[src/rtl/smb_alert_pkg.sv]
package smb_alert_pkg;
  typedef enum logic [1:0] {
    NOTIFY_ALERT  = 2'd0,
    NOTIFY_ASYNC  = 2'd1,
    NOTIFY_DIRECT = 2'd2
  } notify_mode_e;

  localparam logic [6:0] ARA_ADDR = 7'h0C;
  localparam logic [7:0] ARA_BYTE = {ARA_ADDR, 1'b1};

  function automatic logic is_rd_cmd(input logic [7:0] code);
    return (code == 8'hC0) || (code == 8'hD0) || (code == 8'hDE);
  endfunction
endpackage

[src/rtl/smb_alert_evt.sv]
module smb_alert_evt (
  input  logic clk_i,
  input  logic rst_ni,
  input  logic alert_mode_i,
  input  logic stat_notify_en_i,
  input  logic evt_lan_i,
  input  logic evt_stat_req_i,
  input  logic evt_stat_chg_i,
  input  logic clr_i,
  output logic alert_o,
  output logic pending_o
);
  logic alert_q, pending_q, evt_any;

  assign evt_any = evt_lan_i | evt_stat_req_i | (evt_stat_chg_i & stat_notify_en_i);

  always_ff @(posedge clk_i or negedge rst_ni) begin
    if (!rst_ni) begin
      alert_q   <= 1'b0;
      pending_q <= 1'b0;
    end else if (alert_q) begin
      if (clr_i)   alert_q   <= 1'b0;
      if (evt_any) pending_q <= 1'b1;
    end else if (alert_mode_i && (pending_q || evt_any)) begin
      alert_q   <= 1'b1;
      pending_q <= 1'b0;
    end else if (evt_any) begin
      pending_q <= 1'b1;
    end
  end

  assign alert_o   = alert_q;
  assign pending_o = pending_q;


  realert_chk: assert property (@(posedge clk_i) disable iff (!rst_ni)
    (!alert_q && pending_q && alert_mode_i) |=> alert_q);
endmodule

[src/rtl/smb_alert_tmo.sv]
module smb_alert_tmo #(
  parameter int unsigned TICK_DIV = 125000,
  parameter int unsigned TMO_W    = 8
) (
  input  logic             clk_i,
  input  logic             rst_ni,
  input  logic             alert_i,
  input  logic [TMO_W-1:0] limit_i,
  output logic             expire_o
);
  localparam int unsigned PRE_W = (TICK_DIV > 1) ? $clog2(TICK_DIV) : 1;

  logic [PRE_W-1:0] pre_q;
  logic [TMO_W-1:0] tcnt_q;
  logic             tick;

  assign tick = alert_i && (pre_q == PRE_W'(TICK_DIV - 1));

  // counters held clear while idle so each new alert starts a full window
  always_ff @(posedge clk_i or negedge rst_ni) begin
    if (!rst_ni) begin
      pre_q  <= '0;
      tcnt_q <= '0;
    end else if (!alert_i) begin
      pre_q  <= '0;
      tcnt_q <= '0;
    end else if (tick) begin
      pre_q  <= '0;
      tcnt_q <= tcnt_q + 1'b1;
    end else begin
      pre_q  <= pre_q + 1'b1;
    end
  end

  assign expire_o = tick && (limit_i != '0) && (tcnt_q == limit_i - 1'b1);


  tmo_restart_chk: assert property (@(posedge clk_i) disable iff (!rst_ni)
    $rose(alert_i) |-> (tcnt_q == '0 && pre_q == '0));
endmodule

[src/rtl/smb_alert_xact.sv]
module smb_alert_xact #(
  parameter logic [7:0] STATUS_BYTE = 8'h5A
) (
  input  logic       clk_i,
  input  logic       rst_ni,
  input  logic [6:0] own_addr_i,
  input  logic       alert_i,
  input  logic       start_i,
  input  logic       stop_i,
  input  logic       addr_vld_i,
  input  logic [7:0] addr_byte_i,
  output logic       addr_ack_o,
  input  logic       cmd_vld_i,
  input  logic [7:0] cmd_byte_i,
  output logic       cmd_ack_o,
  input  logic       rd_req_i,
  output logic [7:0] rd_data_o,
  output logic       clr_ara_o,
  output logic       clr_cmd_o
);
  import smb_alert_pkg::*;

  logic ara_q, own_wr_q, own_rd_q;
  logic is_ara, is_own;

  assign is_ara = (addr_byte_i == ARA_BYTE);
  assign is_own = (addr_byte_i[7:1] == own_addr_i) && !is_ara;

  assign addr_ack_o = addr_vld_i && ((is_ara && alert_i) || is_own);

  always_ff @(posedge clk_i or negedge rst_ni) begin
    if (!rst_ni) begin
      ara_q    <= 1'b0;
      own_wr_q <= 1'b0;
      own_rd_q <= 1'b0;
    end else if (start_i || stop_i) begin
      ara_q    <= 1'b0;
      own_wr_q <= 1'b0;
      own_rd_q <= 1'b0;
    end else if (addr_vld_i) begin
      ara_q    <= is_ara && alert_i;
      own_wr_q <= is_own && !addr_byte_i[0];
      own_rd_q <= is_own && addr_byte_i[0];
    end
  end

  assign cmd_ack_o = cmd_vld_i && own_wr_q;
  assign clr_cmd_o = cmd_ack_o && is_rd_cmd(cmd_byte_i) && alert_i;
  assign clr_ara_o = stop_i && ara_q;

  always_comb begin
    if (!rd_req_i)     rd_data_o = 8'h00;
    else if (ara_q)    rd_data_o = {own_addr_i, 1'b0};
    else if (own_rd_q) rd_data_o = STATUS_BYTE;
    else               rd_data_o = 8'hFF;
  end


  sess_excl_chk: assert property (@(posedge clk_i) disable iff (!rst_ni)
    $countones({ara_q, own_wr_q, own_rd_q}) <= 1);
endmodule

[src/rtl/smb_alert_resp.sv]
module smb_alert_resp #(
  parameter int unsigned TICK_DIV    = 125000,
  parameter int unsigned TMO_W       = 8,
  parameter logic [7:0]  STATUS_BYTE = 8'h5A
) (
  input  logic             clk_i,
  input  logic             rst_ni,
  input  logic [6:0]       own_addr_i,
  input  logic [1:0]       notify_mode_i,
  input  logic [TMO_W-1:0] tmo_limit_i,
  input  logic             stat_notify_en_i,
  input  logic             evt_lan_i,
  input  logic             evt_stat_req_i,
  input  logic             evt_stat_chg_i,
  input  logic             start_i,
  input  logic             stop_i,
  input  logic             addr_vld_i,
  input  logic [7:0]       addr_byte_i,
  output logic             addr_ack_o,
  input  logic             cmd_vld_i,
  input  logic [7:0]       cmd_byte_i,
  output logic             cmd_ack_o,
  input  logic             rd_req_i,
  output logic [7:0]       rd_data_o,
  output logic             alert_oe_o
);
  import smb_alert_pkg::*;

  logic alert, pending, clr_ara, clr_cmd, expire, alert_mode;

  assign alert_mode = (notify_mode_i == NOTIFY_ALERT);

  smb_alert_evt u_evt (
    .clk_i            (clk_i),
    .rst_ni           (rst_ni),
    .alert_mode_i     (alert_mode),
    .stat_notify_en_i (stat_notify_en_i),
    .evt_lan_i        (evt_lan_i),
    .evt_stat_req_i   (evt_stat_req_i),
    .evt_stat_chg_i   (evt_stat_chg_i),
    .clr_i            (clr_ara | clr_cmd | expire),
    .alert_o          (alert),
    .pending_o        (pending)
  );

  smb_alert_tmo #(.TICK_DIV(TICK_DIV), .TMO_W(TMO_W)) u_tmo (
    .clk_i    (clk_i),
    .rst_ni   (rst_ni),
    .alert_i  (alert),
    .limit_i  (tmo_limit_i),
    .expire_o (expire)
  );

  smb_alert_xact #(.STATUS_BYTE(STATUS_BYTE)) u_xact (
    .clk_i       (clk_i),
    .rst_ni      (rst_ni),
    .own_addr_i  (own_addr_i),
    .alert_i     (alert),
    .start_i     (start_i),
    .stop_i      (stop_i),
    .addr_vld_i  (addr_vld_i),
    .addr_byte_i (addr_byte_i),
    .addr_ack_o  (addr_ack_o),
    .cmd_vld_i   (cmd_vld_i),
    .cmd_byte_i  (cmd_byte_i),
    .cmd_ack_o   (cmd_ack_o),
    .rd_req_i    (rd_req_i),
    .rd_data_o   (rd_data_o),
    .clr_ara_o   (clr_ara),
    .clr_cmd_o   (clr_cmd)
  );

  assign alert_oe_o = alert;


  rise_mode_chk: assert property (@(posedge clk_i) disable iff (!rst_ni)
    $rose(alert_oe_o) |-> $past(notify_mode_i) == NOTIFY_ALERT);

  ara_ack_chk: assert property (@(posedge clk_i) disable iff (!rst_ni)
    (addr_vld_i && addr_byte_i == ARA_BYTE && addr_ack_o) |-> alert_oe_o);

  ara_stop_clr_chk: assert property (@(posedge clk_i) disable iff (!rst_ni)
    clr_ara |=> !alert_oe_o);

  cmd_clr_chk: assert property (@(posedge clk_i) disable iff (!rst_ni)
    clr_cmd |=> !alert_oe_o);

  tmo_clr_chk: assert property (@(posedge clk_i) disable iff (!rst_ni)
    expire |=> !alert_oe_o);

  hold_pend_chk: assert property (@(posedge clk_i) disable iff (!rst_ni)
    (alert_oe_o && pending) |=> (alert_oe_o || pending));
endmodule

[config.mk]
export PLATFORM = sky130hd
export DESIGN_NAME = smb_alert_resp
export DESIGN_NICKNAME = d
export VERILOG_FILES = /design/src/rtl/smb_alert_pkg.sv /design/src/rtl/smb_alert_evt.sv /design/src/rtl/smb_alert_tmo.sv /design/src/rtl/smb_alert_xact.sv /design/src/rtl/smb_alert_resp.sv
export SDC_FILE = /design/constraint.sdc
export NUM_CORES = 1
export LEC_CHECK = 0
export ABC_AREA = 1
export BUFFER_PORTS_ARGS = -buffer_cell sky130_fd_sc_hd__buf_4
export CORE_MARGIN = 2
export CORE_UTILIZATION = 40
export DETAILED_ROUTE_END_ITERATION = 10
export SYNTH_ARGS = -nofsm -noshare
export SYNTH_HDL_FRONTEND = slang
export SYNTH_SLANG_ARGS = --single-unit
[constraint.sdc]
create_clock -name clk_i -period 4.2 [get_ports clk_i]
set_input_delay 0.21 -clock clk_i [delete_from_list [all_inputs] [get_ports clk_i]]
set_output_delay 0.21 -clock clk_i [all_outputs]
set_load 0.01 [all_outputs]
==> results of run 1 <==
==> worst max-delay path, delay by kind of cell, from the launching register on <==
family	cells	cell delay, ps
buffers and inverters	2	330
AND/OR/NAND/NOR	1	330
flip-flops	1	540
AO/OA/AOI/OAI	1	190
==> synthesized netlist by cell type (all sizes together) <==
cell     n  area [um^2]
xor2     5         43.8
o22ai    2         12.5
nand2   95          369
nor3    11         71.3
ha       4         50.1
nand3   19         95.1
nand4    8         50.1
o21ai   10         57.6
o31ai    2         15.0
nor2    59          253
or2      3         18.8
nor3b    1         7.51
a41oi    2         17.5
inv     40          150
a31oi    3         18.8
o21bai   1         7.51
dfrtp   30          751
buf      2         16.3
xnor2    8         70.1
a21oi   10         53.8
==> worst max path at each step <==
stage / slack (ps) / to / startpoint / cells after the start
floorplan: 2780 / addr_ack_o / u_evt.alert_o$_DFF_PN0_ / 4
global placement: 2550 / u_tmo.pre_q[9]$_DFF_PN0_ / u_tmo.pre_q[0]$_DFF_PN0_ / 8
detailed placement: 2510 / u_tmo.pre_q[9]$_DFF_PN0_ / u_tmo.pre_q[0]$_DFF_PN0_ / 8
CTS: 2300 / addr_ack_o / u_evt.alert_o$_DFF_PN0_ / 4
global route: 2230 / addr_ack_o / u_evt.alert_o$_DFF_PN0_ / 4
finish: 2340 / addr_ack_o / u_evt.alert_o$_DFF_PN0_ / 4
==> cells in the final DEF (no fill, tap or decap), types with 4 or more instances in the layout <==
cell type,count
nand3_1,19
nor3_1,9
nor2_1,54
nand4_1,8
inv_1,36
dfrtp_1,30
inv_2,4
a21oi_1,9
nand2_1,90
ha_1,4
clkbuf_8,5
xor2_1,5
xnor2_1,8
o21ai_0,7
buf_4,54
nand2_2,5
==> layer usage <==
metal  global-route usage (%)  vias to the layer above  part of all wire, %
met5                        0                        -                    0
met4                     5.64                        0                 0.94
met3                     2.59                        5                  2.3
met2                     35.2                       25                   52
met1                     23.1                      962                   45
li1                         -                     1126                    -
==> sequential cells by signal, summed over array words and instances (netlist names) <==
| signal | cells |
|---|---|
| u_evt.alert_o | 1 |
| u_evt.pending_o | 1 |
| u_tmo.pre_q | 17 |
| u_tmo.tcnt_q | 8 |
| u_xact.ara_q | 1 |
| u_xact.own_rd_q | 1 |
| u_xact.own_wr_q | 1 |
==> through the flow <==
stage | hold slack, ps | utilization, %
after floorplan | -85.6 | -
after global placement | 162 | 51.0
after detailed placement | 165 | 51.0
after CTS | 135 | 53.3
after global routing | 157 | 53.3
final | 141 | 53.3
==> cell type report <==
class | count | share of cell area [%]
multi-input combinational | 243 | 44.5
sequential | 30 | 27.6
timing repair buffer | 55 | 15.3
inverter | 40 | 5.51
tap | 70 | 3.22
clock buffer | 5 | 2.53
clock inverter | 3 | 1.47
==> cell families after synthesis <==
logic type,after synthesis
flops,30
simple gates,196
fa+ha+maj,4
xor+xnor,13
compound gates,30
buf+inv,42
==> power by group through the flow <==
stage	logic, W	clock network, W	registers, W
finish	0.000193	0.000286	0.000343
global route	0.000224	0.000307	0.000348
CTS	0.000195	0.000293	0.000343
detailed placement	0.000194	0	0.000347
global placement	0.000194	0	0.000347
floorplan	0.000126	0	0.000339
==> results.json, run 1 <==
{
  "status": "complete, no violations",
  "multi_input_area_mm2": 0.00121,
  "arrival_ps": 1650,
  "switchingPower_w": 0.000247,
  "crit_fanout": 11,
  "drtIter0Drc": 75,
  "stdcell_area_mm2": 0.00272,
  "dp.cells": 437,
  "cts-root-buf": "clkbuf_8",
  "worstHoldStart": "notify_mode_i[0]",
  "cts_buffers": 5,
  "intPower_w": 0.000575,
  "synth_seq_area_share_pct": 35.3,
  "cts_sinks": 30,
  "yosys_warnings": 0,
  "port_buffers": 54,
  "clockBufferDepth": 2,
  "track_usage_pct": 19.1,
  "syn_nets": 363,
  "die_h_um": 76.9,
  "ioPinCount": 55,
  "period_needed_ps": 1860,
  "dieArea_mm2": 0.00592,
  "drv_slew": 0,
  "fin_ws_ps": 2340,
  "powerDensity_mw_per_mm2": 302,
  "r2r_setup_slack_ps": 2510,
  "cts_setup_buffers": 0,
  "cts_tree": "built",
  "slowest_delay_ps": 540,
  "clock.fmax_ghz": 0.537,
  "stdcell_count": 446,
  "min_path_type": "in2reg",
  "fin_worst_skew_ps": 7.25,
  "p_seq_share_pct": 41.7,
  "criticalPathCategory": "reg2out",
  "slew_headroom_pct": 74.5,
  "diodes": 0,
  "drcViolationCount": 0,
  "synth-compound-area-share_pct": 8.58,
  "synth_cell_type_count": 31,
  "finalHoldViolations": 0,
  "core_area_mm2": 0.00511,
  "p_sw_share_pct": 30.0,
  "ff_latch_area_um2": 751,
  "gp_congestion": 0.871,
  "layout-area-overhead-vs-synth_pct": 28.0,
  "leakage_nw": 1.41,
  "place_area_mm2": 0.00261,
  "cp_cell_sequence": "inv_1 -> or2_2 -> a21oi_1 -> buf_4",
  "overflow": 0,
  "whs_endpoint": "u_evt.pending_o$_DFF_PN0_",
  "pwr-share-clk_pct": 34.8,
  "cp-start-kind": "flop",
  "ant_nets": 0,
  "reg2reg_to": "u_tmo.pre_q[9]$_DFF_PN0_",
  "filler_cell_count": 541,
  "grt_pass1_wl_um": 9250,
  "wl_per_cell_um": 11.5,
  "syn_area_mm2": 0.00213,
  "synthAdderAreaFrac_pct": 2.35,
  "hold_buffers": 1,
  "drt_first_pass_iters": 4,
  "yosys.area_share.simple_pct": 40.6,
  "synth_xor_area_share_pct": 5.35,
  "dp_hpwl_um": 4130,
  "rsz0062_at_grt": "false",
  "post-place-ws_ps": 2510,
  "fin_nets": 423,
  "vdd_drop_max_uv": 160,
  "synth_top_family_by_area": "simple AND/OR/NAND/NOR gates",
  "first_global_vias": 2157,
  "cp.required_ps": 3990,
  "power_w": 0.000822,
  "synth-seq-cells": 30,
  "path_clk_slew_ps": 60,
  "whs_path_depth": 3,
  "syn_area_per_cell_um2": 6.76,
  "via_count": 2118,
  "initial_core_util_pct": 41.7,
  "finalSetupViolCount": 0,
  "row_count": 26,
  "tightestPinTransition_ps": 383,
  "fin_crit_sh_pct": 44.3,
  "htree_num_levels": 2,
  "antenna_found_initial": 0,
  "cts-resized-gates": 0,
  "drive_gt1_share_pct": 22.3,
  "wirelength_um": 5120,
  "grt_max_degree": 31,
  "fp.dieW_um": 76.9,
  "pwr-share-comb_pct": 23.5,
  "synthCells": 315,
  "via_per_inst": 4.75,
  "max-cap-violations": 0,
  "tns_ps": 0,
  "endpoint_kind": "output pin",
  "rr_startpoint": "u_tmo.pre_q[0]$_DFF_PN0_",
  "synthMuxAreaShare_pct": 0,
  "clkLatencyLatePin_ps": 280,
  "cp_slowest_cell": "dfrtp_1",
  "rr_worst_depth": 8
}
Power figures use the tool's default switching activity.
==> run 2: changes to the inputs <==
--- a/config.mk
+++ b/config.mk
@@ -5,11 +5,12 @@
 export SDC_FILE = /design/constraint.sdc
 export NUM_CORES = 1
 export LEC_CHECK = 0
-export ABC_AREA = 1
+export ABC_AREA = 0
 export BUFFER_PORTS_ARGS = -buffer_cell sky130_fd_sc_hd__buf_4
 export CORE_MARGIN = 2
 export CORE_UTILIZATION = 40
 export DETAILED_ROUTE_END_ITERATION = 10
+export PLACE_DENSITY = 0.66
 export SYNTH_ARGS = -nofsm -noshare
 export SYNTH_HDL_FRONTEND = slang
 export SYNTH_SLANG_ARGS = --single-unit
==> constraint.sdc (replaced) <==
create_clock -name clk_i -period 1.6 [get_ports clk_i]
set_input_delay 0.08 -clock clk_i [delete_from_list [all_inputs] [get_ports clk_i]]
set_output_delay 0.08 -clock clk_i [all_outputs]
set_load 0.01 [all_outputs]
==> run 2 against run 1 <==
Net effect: the flow now finishes with violations (setup timing); largest power group unchanged; sequential share of layout area shrank 1.5 points; die area shrank 6.1%; largest cell class unchanged; critical path type is now reg2reg; hold slack lost 120 ps; combinational power grew to 3.0 times the previous value; clock power grew 150%; flip-flop and latch count is the same; register-to-register slack lost 2800 ps; utilization grew 7.2 points.
==> results.json, run 2 <==
{
  "row_count": 25,
  "overflow": 0,
  "netlist.area_leader.share_pct": 37.7,
  "filler_cell_count": 443,
  "r2r_setup_slack_ps": -330,
  "finalSetupViolCount": 25,
  "slowest_delay_ps": 550,
  "htree_num_levels": 2,
  "clkLatencyLatePin_ps": 280,
  "core_area_mm2": 0.00475,
  "synth_seq_area_share_pct": 37.7,
  "syn_area_mm2": 0.00199,
  "grt_pass1_wl_um": 7840,
  "ys_async_sr_fraction_pct": 100,
  "top_regs": "u_tmo.pre_q (17), u_tmo.tcnt_q (8)",
  "dp.cells": 364,
  "ioPinCount": 55,
  "post-place-ws_ps": -356,
  "fin_crit_sh_pct": 121,
  "synth-seq-cells": 30,
  "synth_flop_cell": "dfrtp_1",
  "cp-start-kind": "flop",
  "largest-register": "u_tmo.pre_q",
  "path_clk_slew_ps": 60,
  "via_per_inst": 5.12,
  "grt_max_degree": 31,
  "tns_ps": -7370,
  "synthCells": 221,
  "cp.required_ps": 1780,
  "crit_fanout": 6,
  "synth_cell_type_count": 40,
  "dp_hpwl_um": 3710,
  "place_area_mm2": 0.00268,
  "cp_slowest_cell": "or4b_4",
  "period_needed_ps": 1930,
  "synth_area_leaders": "dfrtp_1 38%, xnor2_1 8.8%, xor2_1 6.6%",
  "cts_buffers": 5,
  "syn_nets": 269,
  "ff_latch_area_um2": 751,
  "rsz0062_at_grt": "true",
  "synth-edff-count": 0,
  "worst-path-buf-inv": 0,
  "stdcell_count": 381,
  "endpoint_kind": "flop",
  "layout_commonest_cell": "buf_4",
  "fin_worst_skew_ps": 3.49,
  "post-synth-top-count-cell": "dfrtp_1",
  "criticalPathCategory": "reg2reg",
  "diodes": 0,
  "max-cap-violations": 0,
  "yosys_warnings": 0,
  "synth_top_cell_by_area": "dfrtp_1",
  "tightestPinTransition_ps": 586,
  "cts_tree": "built",
  "leakage_nw": 1.35,
  "cts-root-buf": "clkbuf_8",
  "ys_top_cells_by_count": "30 x dfrtp_1, 22 x nor2_1, 20 x xnor2_1, 16 x nand3_1, 15 x xor2_1",
  "finalHoldViolations": 0,
  "drv_slew": 0,
  "drt_first_pass_iters": 4,
  "drcViolationCount": 0,
  "via_count": 1951,
  "largest_reg_flops": 17,
  "stdcell_area_mm2": 0.00288,
  "drive_gt1_share_pct": 32.2,
  "fp.dieW_um": 74.5,
  "slew_headroom_pct": 59.9,
  "status": "complete, but fails checks",
  "wl_per_cell_um": 12.4,
  "gp_congestion": 0.839,
  "wirelength_um": 4740,
  "powerDensity_mw_per_mm2": 749,
  "track_usage_pct": 18.3,
  "hold_ws_ps": 19.6,
  "antenna_found_initial": 0,
  "ant_nets": 0,
  "dieArea_mm2": 0.00556,
  "path_delay_family": "simple AND/OR/NAND/NOR gates",
  "clockBufferDepth": 2,
  "final_cell_mix": "84 x buf_4, 30 x dfrtp_1, 22 x nor2_1",
  "arrival_ps": 2110,
  "port_buffers": 54,
  "vdd_drop_max_uv": 496,
  "first_global_vias": 1873,
  "cts_sinks": 30,
  "clock.fmax_ghz": 0.518,
  "die_h_um": 74.5,
  "violations": "setup timing",
  "multi_input_area_mm2": 0.00120,
  "fin_ws_ps": -329,
  "cp_cell_sequence": "or4b_4 -> nor3b_4 -> nand4_4 -> o31a_1 -> o21a_1",
  "fin_nets": 361,
  "initial_core_util_pct": 41.9,
  "min_path_type": "in2reg",
  "syn_area_per_cell_um2": 9.01,
  "drtIter0Drc": 35,
  "layout-area-overhead-vs-synth_pct": 44.6
}
-- run 2: layer usage --
metal | up-vias | routed length [um] | global-route usage, %
li1 | 967 | - | -
met1 | 921 | 2010 | 21.1
met2 | 58 | 2310 | 33.1
met3 | 5 | 364 | 4.74
met4 | 0 | 59 | 5.36
met5 | - | 0 | 0
-- run 2: repair_timing --
item | CTS | global route
endpoints found under the hold margin | 33 | 0
buffers inserted | 4 | 1
hold buffers | 4 | 0
pin swaps | 6 | 2
cloned | 0 | 0
resized for setup | 3 | 3
setup endpoints to repair | 25 | 25
-- run 2: path summary, 6_finish.rpt --
kind	from	to	cells after the start
max reg2reg	u_tmo.pre_q[5]$_DFF_PN0_	u_tmo.tcnt_q[5]$_DFFE_PN0P_	5
max	u_tmo.pre_q[5]$_DFF_PN0_	u_tmo.tcnt_q[5]$_DFFE_PN0P_	5
min in group asynchronous	rst_ni	u_tmo.pre_q[15]$_DFF_PN0_	2
max in group asynchronous	rst_ni	u_tmo.pre_q[6]$_DFF_PN0_	2
min	notify_mode_i[0]	u_evt.pending_o$_DFF_PN0_	3
min reg2reg	u_evt.alert_o$_DFF_PN0_	u_evt.pending_o$_DFF_PN0_	2
-- run 2: logic make-up (layout without fill, tap and decap cells) --
| logic type | Yosys count | count (layout) | share of synthesized area (%) |
|---|---|---|---|
| and+or+nand+nor | 108 | 108 | 31.2 |
| xor gates and xnor gates | 35 | 35 | 15.4 |
| AOI/OAI and AO/OA | 28 | 28 | 9.49 |
| adders and majority gates | 4 | 4 | 2.51 |
| muxes | 2 | 2 | 1.01 |
| buffers and inverters | 14 | 107 | 2.70 |
| DFF | 30 | 30 | 37.7 |
-- run 2: power by group --
group          leakage [nW]  internal [W]  switching (W)
sequential            0.404      0.000822      0.0000484
clock                0.0575      0.000434       0.000276
combinational         0.888      0.000322       0.000254
total                  1.35       0.00158       0.000578
-- run 2: worst register-to-register path, cell delays in order (launching register included) --
cell	delay, ps
dfrtp_1	380
or4b_4	550
nor3b_4	270
nand4_4	170
o31a_1	270
o21a_1	180
-- run 2: layout make-up --
cell class / count / share of cell area [%]
Inverter: 9 / 1.17
Multi-Input combinational cell: 177 / 41.6
Sequential cell: 30 / 26.1
Clock buffer: 8 / 3.83
Timing Repair Buffer: 90 / 24.4
Tap cell: 67 / 2.91
-- run 2: metrics by stage --
step                      total power, W  util [%]
after global routing             0.00229      60.5
after detailed placement         0.00146      56.3
after floorplan                  0.00112         -
final                            0.00216      60.5
after CTS                        0.00218      60.2
after global placement           0.00145      56.3
==> run 3: changes to the inputs <==
--- a/config.mk
+++ b/config.mk
@@ -13,4 +13,5 @@
 export PLACE_DENSITY = 0.66
 export SYNTH_ARGS = -nofsm -noshare
 export SYNTH_HDL_FRONTEND = slang
+export SYNTH_HIERARCHICAL = 1
 export SYNTH_SLANG_ARGS = --single-unit
==> run 3 against run 2 <==
Net effect: the flow still finishes with violations (setup timing); largest power group unchanged; routed wire length rose by 5.6%; clock power down 19%; power is 1.8% higher; synthesized cell count down 2.7%; flip-flop and latch count unchanged; non-clock buffer count up 11; sequential power increased by 3.0%; hold slack better by 0.92 ps; cell count up 1.6%; area after synthesis decreased by 1.9%; sequential share of layout area decreased by 1.2 points.
==> results.json, run 3 <==
{
  "cts_tree": "built",
  "cp_cell_sequence": "nor4_2 -> and3_4 -> nand3_4 -> or4_4 -> a2111oi_4 -> or3_1 -> o22ai_1",
  "min_path_type": "in2reg",
  "rsz0062_at_grt": "true",
  "ys_async_sr_fraction_pct": 100,
  "ant_nets": 0,
  "path_clk_slew_ps": 60,
  "period_needed_ps": 2030,
  "finalHoldViolations": 0,
  "via_per_inst": 4.86,
  "finalSetupViolCount": 24,
  "fin_crit_sh_pct": 127,
  "vdd_drop_max_uv": 524,
  "filler_cell_count": 389,
  "grt_max_degree": 31,
  "arrival_ps": 2180,
  "wirelength_um": 5010,
  "ys_top_cells_by_count": "30 x dfrtp_1, 27 x nor2_1, 20 x xnor2_1, 17 x xor2_1, 12 x nand3_1",
  "synth_xor_area_share_pct": 16.6,
  "dp_hpwl_um": 3620,
  "gp_congestion": 0.784,
  "synthAdderAreaFrac_pct": 2.56,
  "tightestPinTransition_ps": 392,
  "ioPinCount": 55,
  "synth_top_cell_by_area": "dfrtp_1",
  "syn_area_mm2": 0.00195,
  "cts_buffers": 5,
  "synth-edff-count": 0,
  "stdcell_area_mm2": 0.00302,
  "synth_area_leaders": "dfrtp_1 38%, xnor2_1 9.0%, xor2_1 7.6%",
  "leakage_nw": 1.39,
  "diodes": 0,
  "grt_pass1_wl_um": 7520,
  "cp_slowest_cell": "or4_4",
  "synth_cell_type_count": 39,
  "netlist.area_leader.share_pct": 38.4,
  "cts-root-buf": "clkbuf_8",
  "layout_commonest_cell": "buf_4",
  "violations": "setup timing",
  "crit_fanout": 2,
  "core_area_mm2": 0.00472,
  "via_count": 1880,
  "cp-start-kind": "flop",
  "synth_top_family_by_area": "simple AND/OR/NAND/NOR gates",
  "drcViolationCount": 0,
  "drv_slew": 0,
  "drtIter0Drc": 81,
  "synth-seq-cells": 30,
  "first_global_vias": 1751,
  "syn_area_per_cell_um2": 9.08,
  "endpoint_kind": "flop",
  "drive_gt1_share_pct": 40.6,
  "cp.required_ps": 1750,
  "final_cell_mix": "97 x buf_4, 30 x dfrtp_1, 27 x nor2_1",
  "htree_num_levels": 2,
  "synthMuxAreaShare_pct": 0.512,
  "status": "complete, but fails checks",
  "clock.fmax_ghz": 0.493,
  "post-synth-top-count-cell": "dfrtp_1",
  "top_regs": "u_tmo/pre_q (17), u_tmo/tcnt_q (8)",
  "slew_headroom_pct": 73.5,
  "synthCells": 215,
  "layout-area-overhead-vs-synth_pct": 54.4,
  "initial_core_util_pct": 41.4,
  "overflow": 0,
  "row_count": 25,
  "port_buffers": 54,
  "cts_sinks": 30,
  "synth-compound-area-share_pct": 9.55,
  "syn_nets": 263,
  "hold_ws_ps": 20.5,
  "die_h_um": 73.9,
  "yosys_warnings": 6,
  "clkLatencyLatePin_ps": 280,
  "place_area_mm2": 0.00276,
  "fin_worst_skew_ps": 5.09,
  "drt_first_pass_iters": 4,
  "wl_per_cell_um": 12.9,
  "fin_nets": 368,
  "tns_ps": -4000,
  "largest-register": "u_tmo/pre_q",
  "powerDensity_mw_per_mm2": 728,
  "clockBufferDepth": 2,
  "max-cap-violations": 0,
  "fin_ws_ps": -428,
  "synth_seq_area_share_pct": 38.4,
  "synth_flop_cell": "dfrtp_1",
  "slowest_delay_ps": 450,
  "antenna_found_initial": 0,
  "criticalPathCategory": "reg2reg",
  "dieArea_mm2": 0.00546,
  "yosys.area_share.simple_pct": 29.4,
  "largest_reg_flops": 17,
  "fp.dieW_um": 73.9,
  "track_usage_pct": 17.9
}
==> run 3: changes by cell type after synthesis, moves of 3 or more <==
cell / before / now
a21oi_1: 6 / 10
or3_1: 2 / 7
nor3_1: 10 / 4
and3_1: 7 / 4
nor2b_1: 9 / 4
nand3_1: 16 / 12
nor4_1: 7 / 2
nand4_1: 7 / 11
nor2_1: 22 / 27
a31oi_1: 4 / 0
and4_1: 0 / 3
==> run 3: cell families (layout without fill, tap and decap cells) <==
family                   Yosys count  in the layout
AO/OA/AOI/OAI                     26             26
XOR/XNOR                          37             37
adder cells (fa/ha/maj)            4              4
buffers and inverters             15            120
flip-flops                        30             30
multiplexers                       1              1
AND/OR/NAND/NOR                  102            102
==> run 3: worst max-delay path: cells and delay by family, from the launching register on <==
kind            cells  cell delay, ps
compound gates      2             290
simple gates        5            1230
flops               1             380
==> run 3: per-layer routing <==
metal	vias to the layer above	wire length [um]	track usage, %	part of all wire, %
met5	-	0	0	0
met4	0	94	6.26	1.9
met3	7	121	3.43	2.4
met2	27	2670	30.7	53
met1	881	2120	22.3	42
li1	965	-	-	-
==> run 3: worst paths after layout <==
path,from,cells after the start,end,slack [ps]
hold / removal,addr_vld_i,2,u_xact/own_wr_q$_DFFE_PN0P_,20
hold reg to reg,u_tmo/pre_q[0]$_DFF_PN0_,2,u_tmo/pre_q[0]$_DFF_PN0_,530
min in group asynchronous,rst_ni,2,u_tmo/pre_q[14]$_DFF_PN0_,260
setup reg to reg,u_tmo/pre_q[7]$_DFF_PN0_,7,u_evt/alert_o$_DFF_PN0_,-430
setup / recovery,u_tmo/pre_q[7]$_DFF_PN0_,7,u_evt/alert_o$_DFF_PN0_,-430
max in group asynchronous,rst_ni,2,u_tmo/tcnt_q[2]$_DFFE_PN0P_,1060
==> run 3: final cells by class <==
cell class | count | area [um^2] | share of cell area [%]
inverters | 12 | 46.3 | 1.54
repair buffers | 101 | 802 | 26.6
multi-input cells | 170 | 1250 | 41.6
clock buffers | 5 | 68.8 | 2.28
well taps | 67 | 83.8 | 2.78
clock inverters | 2 | 10.0 | 0.332
flip-flops and latches | 30 | 751 | 24.9
==> run 3: through the flow <==
stage | std cells | setup slack (ps) | util, % | total power, W
finish | 387 | -428 | 63.8 | 0.00219
detailed placement | 374 | -598 | 58.4 | 0.00158
floorplan | 215 | -365 | - | 0.00122
CTS | 384 | -494 | 61.4 | 0.00217
global route | 387 | -499 | 63.8 | 0.00233
global placement | 374 | -526 | 58.4 | 0.00157
==> run 3: report_power, final <==
| group | total, W | internal, W | switching, W |
|---|---|---|---|
| registers | 0.000897 | 0.000847 | 0.0000507 |
| clock network | 0.000571 | 0.000291 | 0.000280 |
| logic | 0.000726 | 0.000403 | 0.000323 |
| total | 0.00219 | 0.00154 | 0.000653 |
==> run 3: timing repair <==
item | CTS | global route
gates resized for setup | 3 | 16
cloned | 1 | 0
hold endpoints to repair | 30 | 0
endpoints found under the setup margin | 23 | 26
pin swaps | 1 | 13
hold buffers | 1 | 0
setup buffers | 1 | 3
